File: config.mk
export PLATFORM = sky130hd
export DESIGN_NAME = pmode_clk_ctrl
export DESIGN_NICKNAME = d
export VERILOG_FILES = /design/src/rtl/pmode_pkg.sv /design/src/rtl/pmode_dp.sv /design/src/rtl/pmode_ctl.sv /design/src/rtl/pmode_clk_ctrl.sv
export SDC_FILE = /design/constraint.sdc
export NUM_CORES = 1
export LEC_CHECK = 0
export ABC_AREA = 1
export BUFFER_PORTS_ARGS = -buffer_cell sky130_fd_sc_hd__buf_2
export CAP_MARGIN = 25
export CORE_MARGIN = 2
export CORE_UTILIZATION = 36
export CTS_CLUSTER_SIZE = 8
export DETAILED_ROUTE_END_ITERATION = 16
export GPL_ROUTABILITY_DRIVEN = 1
export GPL_TIMING_DRIVEN = 0
export HOLD_SLACK_MARGIN = 0.02
export PLACE_DENSITY = 0.67
export RECOVER_POWER = 50
export SYNTH_ARGS = -nofsm -noshare
export SYNTH_HDL_FRONTEND = slang
export SYNTH_SLANG_ARGS = --single-unit
export TNS_END_PERCENT = 5
File: constraint.sdc
create_clock -name clk -period 0.99 [get_ports clk]
set_input_delay 0.099 -clock clk [delete_from_list [all_inputs] [get_ports clk]]
set_output_delay 0.099 -clock clk [all_outputs]
set_load 0.01 [all_outputs]
File: src/rtl/pmode_pkg.sv
package pmode_pkg;

  typedef enum logic [1:0] {
    MODE_RUN  = 2'b00,
    MODE_WAIT = 2'b01,
    MODE_STOP = 2'b10
  } pmode_e;

  // control-to-datapath strobes
  typedef struct packed {
    logic loadMask;   // capture keep mask on this edge (stop entry)
    logic gateCore;   // core and memory clock off
    logic gatePeriph; // peripherals follow the held mask
  } pmodeStrobe_t;

endpackage

File: src/rtl/pmode_dp.sv
module pmode_dp
  import pmode_pkg::*;
#(
  parameter int PERIPH_COUNT = 8
) (
  input  logic                    clk,
  input  logic                    rstN,
  input  pmodeStrobe_t            strobes,
  input  logic [PERIPH_COUNT-1:0] stopKeep,
  input  logic [PERIPH_COUNT-1:0] periphIrq,
  input  logic                    lowVoltIrq,
  input  logic                    dbgEntry,
  output logic                    wakeAny,
  output logic                    wakeStopLive,
  output logic                    wakeStopHeld,
  output logic                    coreMemClkEn,
  output logic [PERIPH_COUNT-1:0] periphClkEn
);

  logic [PERIPH_COUNT-1:0] heldMask;
  logic                    sysWake;

  always_ff @(posedge clk or negedge rstN) begin
    if (!rstN)                 heldMask <= '0;
    else if (strobes.loadMask) heldMask <= stopKeep;
  end

  assign sysWake      = lowVoltIrq | dbgEntry;
  assign wakeAny      = (|periphIrq) | sysWake;
  assign wakeStopLive = (|(periphIrq & stopKeep)) | sysWake;
  assign wakeStopHeld = (|(periphIrq & heldMask)) | sysWake;

  assign coreMemClkEn = !strobes.gateCore;

  for (genvar i = 0; i < PERIPH_COUNT; i++) begin : g_lane
    assign periphClkEn[i] = !strobes.gatePeriph || heldMask[i];
  end


  stop_entry_chk: assert property (@(posedge clk) disable iff (!rstN)
    strobes.loadMask |=> (periphClkEn == $past(stopKeep)) && !coreMemClkEn);


  held_stable_chk: assert property (@(posedge clk) disable iff (!rstN)
    strobes.gatePeriph |=> $stable(heldMask));

endmodule

File: src/rtl/pmode_ctl.sv
module pmode_ctl
  import pmode_pkg::*;
(
  input  logic         clk,
  input  logic         rstN,
  input  logic         reqWait,
  input  logic         reqStop,
  input  logic         wakeAny,
  input  logic         wakeStopLive,
  input  logic         wakeStopHeld,
  output pmodeStrobe_t strobes,
  output logic [1:0]   modeStatus
);

  pmode_e mode, modeNext;

  always_comb begin
    modeNext = mode;
    unique case (mode)
      MODE_RUN: begin
        if (reqStop) begin
          if (!wakeStopLive) modeNext = MODE_STOP;
        end else if (reqWait && !wakeAny) begin
          modeNext = MODE_WAIT;
        end
      end
      MODE_WAIT: if (wakeAny)      modeNext = MODE_RUN;
      MODE_STOP: if (wakeStopHeld) modeNext = MODE_RUN;
      default:                     modeNext = MODE_RUN;
    endcase
  end

  always_ff @(posedge clk or negedge rstN) begin
    if (!rstN) mode <= MODE_RUN;
    else       mode <= modeNext;
  end

  assign strobes.loadMask   = (mode == MODE_RUN) && (modeNext == MODE_STOP);
  assign strobes.gateCore   = (mode != MODE_RUN);
  assign strobes.gatePeriph = (mode == MODE_STOP);
  assign modeStatus         = mode;


  wait_wake_chk: assert property (@(posedge clk) disable iff (!rstN)
    (modeStatus == 2'b01 && wakeAny) |=> modeStatus == 2'b00);


  stop_hold_chk: assert property (@(posedge clk) disable iff (!rstN)
    (modeStatus == 2'b10 && !wakeStopHeld) |=> modeStatus == 2'b10);


  stop_block_chk: assert property (@(posedge clk) disable iff (!rstN)
    (modeStatus == 2'b00 && reqStop && wakeStopLive) |=> modeStatus == 2'b00);


  wait_block_chk: assert property (@(posedge clk) disable iff (!rstN)
    (modeStatus == 2'b00 && reqWait && wakeAny) |=> modeStatus != 2'b01);


  status_code_chk: assert property (@(posedge clk) disable iff (!rstN)
    modeStatus != 2'b11);

endmodule

File: src/rtl/pmode_clk_ctrl.sv
module pmode_clk_ctrl
  import pmode_pkg::*;
#(
  parameter int PERIPH_COUNT = 8
) (
  input  logic                    clk,
  input  logic                    rstN,
  input  logic                    reqWait,
  input  logic                    reqStop,
  input  logic [PERIPH_COUNT-1:0] stopKeep,
  input  logic [PERIPH_COUNT-1:0] periphIrq,
  input  logic                    lowVoltIrq,
  input  logic                    dbgEntry,
  output logic                    coreMemClkEn,
  output logic [PERIPH_COUNT-1:0] periphClkEn,
  output logic [1:0]              modeStatus
);

  pmodeStrobe_t strobes;
  logic wakeAny, wakeStopLive, wakeStopHeld;

  pmode_ctl u_ctl (
    .clk          (clk),
    .rstN         (rstN),
    .reqWait      (reqWait),
    .reqStop      (reqStop),
    .wakeAny      (wakeAny),
    .wakeStopLive (wakeStopLive),
    .wakeStopHeld (wakeStopHeld),
    .strobes      (strobes),
    .modeStatus   (modeStatus)
  );

  pmode_dp #(.PERIPH_COUNT(PERIPH_COUNT)) u_dp (
    .clk          (clk),
    .rstN         (rstN),
    .strobes      (strobes),
    .stopKeep     (stopKeep),
    .periphIrq    (periphIrq),
    .lowVoltIrq   (lowVoltIrq),
    .dbgEntry     (dbgEntry),
    .wakeAny      (wakeAny),
    .wakeStopLive (wakeStopLive),
    .wakeStopHeld (wakeStopHeld),
    .coreMemClkEn (coreMemClkEn),
    .periphClkEn  (periphClkEn)
  );

endmodule

==> qor.txt <==
Final wirelength - 2030 um
First-pass GRT wire length - 3230 um
Synthesized netlist net count - 123
R2r startpoint - u_ctl.modeStatus[1]
Reg power frac - 34.4%
Post-synthesis xor/xnor area fraction - 0%
Htree depth - 1
Worst skew pair latency - 0.28 ns
Fmax - 0.740 GHz
Skew final - 0.00749 ns
Comb pwr share - 50.9%
WS Path Type - register to primary output
Die area - 0.00226 sq mm
Hold Fails Final Rpt - 0
Antenna viol nets, final - 0
Post-synthesis compound-gate area fraction - 0.734%
Reg2reg path depth - 6
Initial antenna violation count - 0
Hold Crit Depth - 3
Net Sw Frac - 45.5%
Largest family of logic cells by synthesized area - simple AND/OR/NAND/NOR gates
Synthesis Warnings - 0
Fin crit share - 136%
Area share of and/or/nand/nor cells after synthesis - 56.5%
Netlist cell types - 15
Nets - 164
Worst Path Arrival - 1.25 ns
Max-Cap Viols - 0
Synth Area in Adders - 0%
CTS tree - yes
DRT iter0 DRCs - 16
Switch Pwr - 0.000980 W
Die width - 47.5 um
DRC errors left - 0
RSZ-0062 raised after global routing - true
Slew Viols, Final - 0
Yosys reg bits - 10
Multiplexer share of the synthesized area - 0%
Register Area - 253 sq um
Num CTS Buffers - 3
Number of cell rows - 15
Clock power share - 14.7%
Failing checks - negative setup slack
Worst-path cell chain - clkinvlp_4 > nor2_4 > nand2_1 > buf_2
Diodes inserted - 0
Worst Tran Pin Value - 0.578 ns
Initial Util - 39.1%
Max VDD drop - 0.00104 V
Final setup margin - -0.361 ns
CP Max Fanout - 5
Vias in the first global route - 709
Routed vias - 825
Setup Viol. Count Final - 21
R2R Path End - u_dp.heldMask[6]
Worst R2R Setup Slack - -0.32 ns
Most common cell after layout, fill and taps aside - nand2_1
Die height - 47.5 um
Share of cells above drive strength 1 - 34.0%
Run status - finished with violations
Largest net degree at the start of global routing - 11
CTS Sinks - 10
Post-Syn Area per Cell - 6.75 sq um
WL/cell - 12.2 um
Pint - 0.00118 W
Cell area after layout - 951 sq um
Mapped cell area - 682 sq um
Post-layout min period - 1.35 ns
Mapped Cells - 101
Multi-input gate area - 412 sq um
P per Cell Area - 2270 mW/mm^2
P&R area growth vs syn - 39.4%
GRT Resource Usage Total - 21.4%
DR vias/cell - 4.97
WP data required - 0.89 ns
GPL Wtd Cong - 0.785
Port Buffers - 32
Sequential share of the synthesized area - 36.7%
I/O pins - 33
Fillers - 190
HP Start - stopKeep[1]
Core area - 0.00175 sq mm
Commonest non-fill, non-tap cells in the layout - nand2_1 (47), buf_2 (31), inv_1 (10), nand4_1 (10), dfrtp_1 (8)
Clk slew on worst S/H paths - 0.08 ns
Final TNS setup - -6.06 ns
Crit path largest cell delay - 0.43 ns
Element type at the critical path end - primary output
Placed Area - 880 sq um
Root Driver - clkbuf_4
Hold Path End - u_dp.heldMask[1]
LEAKAGE - 0.506 nW
Crit-path slowest cell - dfrtp_2
Clock Path Buffers - 2
Slew HR - 61.5%
GRT overflow - 0
Critical path launch point type - register
Pre-antenna DRT Iters - 4
Tightest Hold Check Type - input pin to register
Final HPWL DP - 1490 um
==> power by group through the flow <==
stage               Combinational [W]  Clock (W)  Sequential, W
floorplan                    0.000652          0       0.000721
global placement             0.000981          0       0.000746
detailed placement           0.000998          0       0.000753
CTS                           0.00112   0.000327       0.000738
global route                  0.00125   0.000356       0.000767
finish                        0.00110   0.000317       0.000742
==> sequential cells by signal, summed over array words and instances, names as in the netlist <==
name              flops
u_dp.heldMask         8
u_ctl.modeStatus      2
==> kinds of logic (layout without fill, tap and decap cells) <==
family          after synthesis  count (layout)
compound gates                1               1
simple gates                 79              80
buf+inv                      11              50
flops                        10              10
==> area by class of cell <==
| cell class | count | share of cell area [%] |
|---|---|---|
| multi-input combinational | 81 | 43.3 |
| inverter | 11 | 4.74 |
| timing repair buffer | 35 | 19.3 |
| clock buffer | 4 | 2.76 |
| tap | 25 | 3.29 |
| sequential | 10 | 26.6 |
==> per-stage QoR <==
| step | setup slack, ns | std cells | power, W | utilization (%) | hold WS (ns) |
|---|---|---|---|---|---|
| final | -0.361 | 166 | 0.00216 | 54.5 | 0.0910 |
| after global placement | -0.234 | 158 | 0.00173 | 50.4 | -0.0232 |
| after global routing | -0.453 | 166 | 0.00238 | 54.5 | 0.0910 |
| after floorplan | -0.0840 | 101 | 0.00137 | - | -0.197 |
| after CTS | -0.397 | 166 | 0.00218 | 54.6 | 0.0866 |
| after detailed placement | -0.247 | 158 | 0.00175 | 50.4 | -0.0177 |
==> synthesized netlist by cell type, drive strengths merged <==
library cell  instances  area share [%]
nand4                10             9.2
inv                  11             6.1
dfrtp                10              37
nor2                 10             6.6
and3                  1            0.92
a21oi                 1            0.73
nand3                 5             8.1
nor3                  2             1.5
nor4                  2             1.8
nand2                49              28
==> critical path: cells and delay by family, from the launching register on <==
| kind | cells | cell delay (ns) |
|---|---|---|
| and+or+nand+nor | 2 | 0.24 |
| buffers and inverters | 2 | 0.30 |
| DFF | 1 | 0.43 |
==> how the worst max path moves through the flow <==
stage / cells past startpoint / startpoint / slack [ns] / endpoint
after CTS: 4 / u_ctl.modeStatus[1] / -0.40 / periphClkEn[0]
after global routing: 4 / u_ctl.modeStatus[1] / -0.45 / periphClkEn[1]
after global placement: 4 / u_ctl.modeStatus[1] / -0.23 / periphClkEn[2]
after floorplan: 4 / u_ctl.modeStatus[1] / -0.08 / u_dp.heldMask[0]
final: 4 / u_ctl.modeStatus[1] / -0.36 / periphClkEn[0]
after detailed placement: 4 / u_ctl.modeStatus[1] / -0.25 / periphClkEn[1]
==> per-layer routing <==
layer	part of all wire, %	track usage [%]	vias to the layer above
met2	46	32.2	26
met1	46	27.9	380
met3	5.3	5.66	7
met4	2.4	11.1	0
li1	-	-	412
met5	0	0	-
==> timing repair <==
item,4_1_cts,5_1_grt
buffers inserted,2,0
hold buffers,1,0
hold endpoints to repair,10,0
setup endpoints to repair,19,21
gates cloned,1,0
pin swaps,3,7
resized for setup,4,0
(Power assumes the default switching activity.)
